==> src/rtl/rr_repair_pkg.sv <==
package rr_repair_pkg;

    typedef enum logic {
        CFG_CLEAN = 1'b0,
        CFG_FAULT = 1'b1
    } cfg_state_t;

    localparam logic KIND_ROW = 1'b0;
    localparam logic KIND_COL = 1'b1;

endpackage

==> src/rtl/rr_first_set.sv <==
// Lowest-index-first priority encoder.
module rr_first_set #(
    parameter int N     = 16,
    parameter int OUT_W = (N > 1) ? $clog2(N) : 1
) (
    input  logic [N-1:0]     req,
    output logic             any,
    output logic [OUT_W-1:0] pos
);
    always_comb begin
        any = 1'b0;
        pos = '0;
        for (int i = N - 1; i >= 0; i--) begin
            if (req[i]) begin
                any = 1'b1;
                pos = OUT_W'(i);
            end
        end
    end
endmodule

==> src/rtl/rr_spare_bank.sv <==
// Repair table for one kind of spare across all quadrants, with lookup
// and duplicate-write detection.
module rr_spare_bank #(
    parameter int N_QUAD  = 4,
    parameter int N_SPARE = 16,
    parameter int IDX_W   = 8,
    parameter int SLOT_W  = 5,
    localparam int QUAD_W = $clog2(N_QUAD),
    localparam int POS_W  = (N_SPARE > 1) ? $clog2(N_SPARE) : 1
) (
    input  logic              clk,
    input  logic              rst_n,
    input  logic              wr_en,
    input  logic [QUAD_W-1:0] wr_quad,
    input  logic [SLOT_W-1:0] wr_slot,
    input  logic              wr_valid,
    input  logic [IDX_W-1:0]  wr_index,
    input  logic [QUAD_W-1:0] lk_quad,
    input  logic [IDX_W-1:0]  lk_addr,
    output logic              lk_hit,
    output logic [POS_W-1:0]  lk_pos,
    output logic              wr_dup
);
    logic [IDX_W-1:0] idx_q   [N_QUAD][N_SPARE];
    logic             valid_q [N_QUAD][N_SPARE];
    logic [N_SPARE-1:0] match_vec;
    logic [N_SPARE-1:0] dup_vec;
    logic               slot_ok;

    assign slot_ok = (32'(wr_slot) < N_SPARE);

    always_ff @(posedge clk or negedge rst_n) begin
        if (!rst_n) begin
            for (int q = 0; q < N_QUAD; q++) begin
                for (int s = 0; s < N_SPARE; s++) begin
                    idx_q[q][s]   <= '0;
                    valid_q[q][s] <= 1'b0;
                end
            end
        end else if (wr_en) begin
            for (int q = 0; q < N_QUAD; q++) begin
                for (int s = 0; s < N_SPARE; s++) begin
                    if (32'(wr_quad) == q && 32'(wr_slot) == s) begin
                        idx_q[q][s]   <= wr_index;
                        valid_q[q][s] <= wr_valid;
                    end
                end
            end
        end
    end

    for (genvar s = 0; s < N_SPARE; s++) begin : g_cmp
        assign match_vec[s] = valid_q[lk_quad][s] && (idx_q[lk_quad][s] == lk_addr);
        assign dup_vec[s]   = valid_q[wr_quad][s] && (idx_q[wr_quad][s] == wr_index)
                              && (32'(wr_slot) != s);
    end

    assign wr_dup = wr_en && wr_valid && slot_ok && (|dup_vec);

    rr_first_set #(.N(N_SPARE), .OUT_W(POS_W)) u_pick (
        .req (match_vec),
        .any (lk_hit),
        .pos (lk_pos)
    );
endmodule

==> src/rtl/rr_repair_remap.sv <==
module rr_repair_remap
    import rr_repair_pkg::*;
#(
    parameter int N_QUAD     = 4,
    parameter int ROW_W      = 8,
    parameter int COL_W      = 8,
    parameter int ROW_SPARES = 16,
    parameter int COL_SPARES = 24,
    localparam int QUAD_W    = $clog2(N_QUAD),
    localparam int RPOS_W    = $clog2(ROW_SPARES),
    localparam int CPOS_W    = $clog2(COL_SPARES),
    localparam int SLOT_W    = (RPOS_W > CPOS_W) ? RPOS_W : CPOS_W,
    localparam int IDX_W     = (ROW_W > COL_W) ? ROW_W : COL_W
) (
    input  logic              clk,
    input  logic              rst_n,
    input  logic              cfg_we,
    input  logic [QUAD_W-1:0] cfg_quad,
    input  logic              cfg_kind,
    input  logic [SLOT_W-1:0] cfg_slot,
    input  logic              cfg_valid,
    input  logic [IDX_W-1:0]  cfg_index,
    input  logic [QUAD_W-1:0] acc_quad,
    input  logic [ROW_W-1:0]  acc_row,
    input  logic [COL_W-1:0]  acc_col,
    output logic [ROW_W-1:0]  phys_row,
    output logic              row_on_spare,
    output logic [COL_W-1:0]  phys_col,
    output logic              col_on_spare,
    output logic              cfg_error
);
    logic              row_hit, col_hit, row_dup, col_dup;
    logic [RPOS_W-1:0] row_pos;
    logic [CPOS_W-1:0] col_pos;
    cfg_state_t        state_q, state_d;

    rr_spare_bank #(
        .N_QUAD(N_QUAD), .N_SPARE(ROW_SPARES), .IDX_W(ROW_W), .SLOT_W(SLOT_W)
    ) u_rows (
        .clk(clk), .rst_n(rst_n),
        .wr_en(cfg_we && cfg_kind == KIND_ROW),
        .wr_quad(cfg_quad), .wr_slot(cfg_slot), .wr_valid(cfg_valid),
        .wr_index(cfg_index[ROW_W-1:0]),
        .lk_quad(acc_quad), .lk_addr(acc_row),
        .lk_hit(row_hit), .lk_pos(row_pos), .wr_dup(row_dup)
    );

    rr_spare_bank #(
        .N_QUAD(N_QUAD), .N_SPARE(COL_SPARES), .IDX_W(COL_W), .SLOT_W(SLOT_W)
    ) u_cols (
        .clk(clk), .rst_n(rst_n),
        .wr_en(cfg_we && cfg_kind == KIND_COL),
        .wr_quad(cfg_quad), .wr_slot(cfg_slot), .wr_valid(cfg_valid),
        .wr_index(cfg_index[COL_W-1:0]),
        .lk_quad(acc_quad), .lk_addr(acc_col),
        .lk_hit(col_hit), .lk_pos(col_pos), .wr_dup(col_dup)
    );

    // Configuration monitor: state register
    always_ff @(posedge clk or negedge rst_n) begin
        if (!rst_n) state_q <= CFG_CLEAN;
        else        state_q <= state_d;
    end

    // Configuration monitor: next state and output
    always_comb begin
        state_d   = state_q;
        cfg_error = 1'b0;
        unique case (state_q)
            CFG_CLEAN: if (row_dup || col_dup) state_d = CFG_FAULT;
            CFG_FAULT: begin
                state_d   = CFG_FAULT;
                cfg_error = 1'b1;
            end
        endcase
    end

    // Address steering
    always_comb begin
        phys_row     = acc_row;
        row_on_spare = row_hit;
        if (row_hit) begin
            phys_row             = '0;
            phys_row[RPOS_W-1:0] = row_pos;
        end
        phys_col     = acc_col;
        col_on_spare = col_hit;
        if (col_hit) begin
            phys_col             = '0;
            phys_col[CPOS_W-1:0] = col_pos;
        end
    end
endmodule

==> config.mk <==
export PLATFORM = sky130hd
export DESIGN_NAME = rr_repair_remap
export DESIGN_NICKNAME = d
export VERILOG_FILES = /design/src/rtl/rr_repair_pkg.sv /design/src/rtl/rr_first_set.sv /design/src/rtl/rr_spare_bank.sv /design/src/rtl/rr_repair_remap.sv
export SDC_FILE = /design/constraint.sdc
export NUM_CORES = 2
export LEC_CHECK = 0
export BUFFER_PORTS_ARGS = -buffer_cell sky130_fd_sc_hd__buf_2
export CAP_MARGIN = 20
export CORE_UTILIZATION = 30
export CTS_BUF_LIST = sky130_fd_sc_hd__clkbuf_4 sky130_fd_sc_hd__clkbuf_8
export CTS_CLUSTER_DIAMETER = 60
export CTS_CLUSTER_SIZE = 28
export DETAILED_ROUTE_END_ITERATION = 12
export GPL_ROUTABILITY_DRIVEN = 0
export GPL_TIMING_DRIVEN = 0
export PLACE_DENSITY = 0.57
export SLEW_MARGIN = 10
export SYNTH_ARGS = -nofsm -noshare
export SYNTH_HDL_FRONTEND = slang
export SYNTH_HIERARCHICAL = 1
export SYNTH_SLANG_ARGS = --single-unit
==> constraint.sdc <==
create_clock -name clk -period 4.1 [get_ports clk]
set_input_delay 0.615 -clock clk [delete_from_list [all_inputs] [get_ports clk]]
set_output_delay 0.615 -clock clk [all_outputs]
set_load 0.05 [all_outputs]
==> metrics.txt <==
Worst R2R Path Depth=10; YS warnings=6; Commonest cells post-synth=dfrtp_1 (1441), mux2_2 (1354), mux4_2 (665); #FFs+latches synth=1441; wire per inst=38.44 um; synth unique cells=77; post-DP HPWL=242300 um; dominant synthesized flop cell=dfrtp_1; I/O pins=57; Area Growth Syn to Fin=13.32%; peak supply drop=283.0 uV; DIE WIDTH=519.0 um; Setup crit start kind=input port; antenna-violating nets left=0; Slew HR=9.501%; Initial Util=30.20%; via count=57390; H-tree depth=3; initial antenna violation count=55; CP Capture Type=primary output; count leader, synth=dfrtp_1; largest net degree at the start of global routing=151; Worst-path clk slew=0.11 ns; Clock Latency Late Sink=0.96 ns; All-Layer GR Usage=26.40%; post-synth top area share=44.96%; Syn Inst Count=5458; Placeable Area=265600 um2; vias in the first global route=57200; FFs w/ async S/R, synth=100.0%; post-DR vias/cell=6.101; layout cell share with drive strength beyond 1=49.20%; Leak=40.22 nW; Final Hold Vio Count=0; kind of critical path=input port to primary output; Final Slew Violations=0; R2R Path Start=u_cols/idx_q[276]; CTS tree=yes; failing checks=design-rule violations, negative setup slack; crit-path max FO=10; Syn Area/Cell=14.69 um2; nets@finish=5779; number of fill cells=25780; RSZ-0062 raised after global routing=true; port buffer count=47; Max-Cap Viols=0; grt total ovfl=0; CTS buffer count=118; final worst slack=-0.8081 ns; Synth Net Count=5496; Detailed Route WL=361500 um; Setup Skew=0.06887 ns; P per Cell Area=336.8 nW/um2; CTS root buffer=clkbuf_8; Remaining DRCs=12; Worst Tran Pin Value=1.357 ns; final setup violating endpoints=18; Post-Syn Area=80200 um2; initial DRC count=8320; fin util=34.22%; fin crit period=4.908 ns; multi-input combinational cell area=42560 um2; clk buf depth=3; sequential-to-total area share from yosys stat=44.96%; First-pass DRT Iterations=12; first-pass GRT wire length=489000 um; Die Height=519.0 um; CP arrival=4.29 ns; Reg area=36060 um2; top post-synthesis cells by area=dfrtp_1 (45%), mux2_2 (19%), mux4_2 (19%), xnor2_1 (3.7%), xor2_1 (3.4%); Sink Count=1441; Min Hold Slack=0.1904 ns; full die area=269400 um2; number of synthesized flops with an enable pin=0; fmax=0.2037 GHz; row count=189; Final period util=119.7%; Worst Hold Class=input port to asynchronous set/reset pin; outcome=complete, but fails checks; R2R Path End=state_q; critical path required time=3.48 ns; Synth area leader=dfrtp_1; FF-to-FF setup slack=0.56 ns
[registers in the layout, summed over array words and instances (netlist names)]
name	flops
u_cols/idx_q	768
u_rows/idx_q	512
u_cols/valid_q	96
u_rows/valid_q	64
state_q	1
[power breakdown]
| part | internal (mW) | switching (mW) | total, mW |
|---|---|---|---|
| registers | 14.9 | 0.505 | 15.4 |
| logic | 2.05 | 3.26 | 5.31 |
| clock network | 4.02 | 5.90 | 9.92 |
[through the flow]
step	setup slack (ns)	TNS [ns]	area [um2]	total power, mW	std cells
2_1_floorplan	-0.08248	-0.4908	80610	18.31	5458
3_3_place_gp	-30.33	-	85270	20.47	9038
3_5_place_dp	-1.731	-212.42	86730	20.68	9121
4_1_cts	-0.6785	-8.539	90330	30.53	9364
5_1_grt	-0.7488	-8.938	90830	31.42	9385
6_report	-0.8081	-8.589	90880	30.61	9406
[kinds of logic (layout without fill, tap and decap cells)]
kind of cell,count (synthesis),count (layout),synth area share [%]
AOI/OAI and AO/OA,157,157,1.144
xor gates and xnor gates,650,650,7.099
DFF,1441,1441,44.96
and+or+nand+nor,686,686,4.847
other,0,27,0
muxes,2079,2079,39.22
buffers and inverters,445,833,2.727
[critical path, cell delays in order]
cell             delay (ns)
buf_2                  0.09
clkdlybuf4s15_2        0.61
buf_2                  0.64
xnor2_2                0.20
nand4_1                0.26
nor3_4                 0.36
nand2b_1               0.10
a221oi_2               0.25
o211ai_1               0.13
o211ai_1               0.59
mux2_4                 0.28
buf_8                  0.14
[how the worst max path moves through the flow]
| stage | startpoint | endpoint | slack [ns] | depth (start not counted) |
|---|---|---|---|---|
| final | acc_col[7] | phys_col[0] | -0.81 | 12 |
| after global routing | u_cols/idx_q[7] | phys_col[0] | -0.75 | 10 |
| after CTS | u_cols/idx_q[23] | phys_col[0] | -0.68 | 10 |
| after detailed placement | acc_quad[1] | phys_col[4] | -1.73 | 12 |
| after global placement | rst_n | u_rows/idx_q[224] | -30.33 | 1 |
| after floorplan | acc_quad[0] | phys_row[0] | -0.08 | 12 |
[metal layers]
metal / global-route usage (%) / vias up / share of wire (%)
li1: - / 21140 / -
met1: 32.73 / 30930 / 37
met2: 38.35 / 4127 / 43
met3: 9.079 / 1184 / 12
met4: 18.64 / 6 / 8.3
met5: 0 / - / 0.012
[area by class of cell]
| class | instances | share of cell area [%] |
|---|---|---|
| diodes | 27 | 0.07435 |
| plain buffers | 436 | 3.158 |
| clock buffers | 136 | 1.998 |
| clock inverters | 89 | 1.154 |
| inverters | 8 | 0.03304 |
| multi-input cells | 3572 | 46.83 |
| flip-flops and latches | 1441 | 39.68 |
| well taps | 3533 | 4.864 |
| repair buffers | 164 | 2.214 |
[timing repair]
| action | CTS | global route |
|---|---|---|
| endpoints found under the setup margin | 19 | 19 |
| hold endpoints to repair | 84 | 0 |
| pin swaps | 17 | 24 |
| hold buffers | 1 | 0 |
| gates resized for setup | 154 | 69 |
| setup buffers | 17 | 9 |
[cell usage in the layout, fill, tap and decap left out, types with 16 or more instances in the layout]
master      netlist  final
o21ai_0         105    105
xnor2_1         335    330
diode_2           0     27
nor4_1          100     77
nor2_2           48     50
nor3_1           39     20
xor2_1          315    304
inv_6             0     26
nand2_1         222    221
clkbuf_4          0     24
buf_4            18     75
clkbuf_2          1     67
clkbuf_1        228    140
clkinvlp_4        0     16
and3_1           26     17
nand3_1          33     33
dfrtp_1        1441   1441
mux4_2          665    665
mux2_2         1354   1354
buf_6            32     76
nor2_4           16     16
mux4_1           36     36
clkbuf_8          0    136
buf_2            88    107
nor4_2            3     23
buf_8             0     56
buf_12            6     21
nor2_1           38     36
nand4_1          72     72
Power figures use the tool's default switching activity.
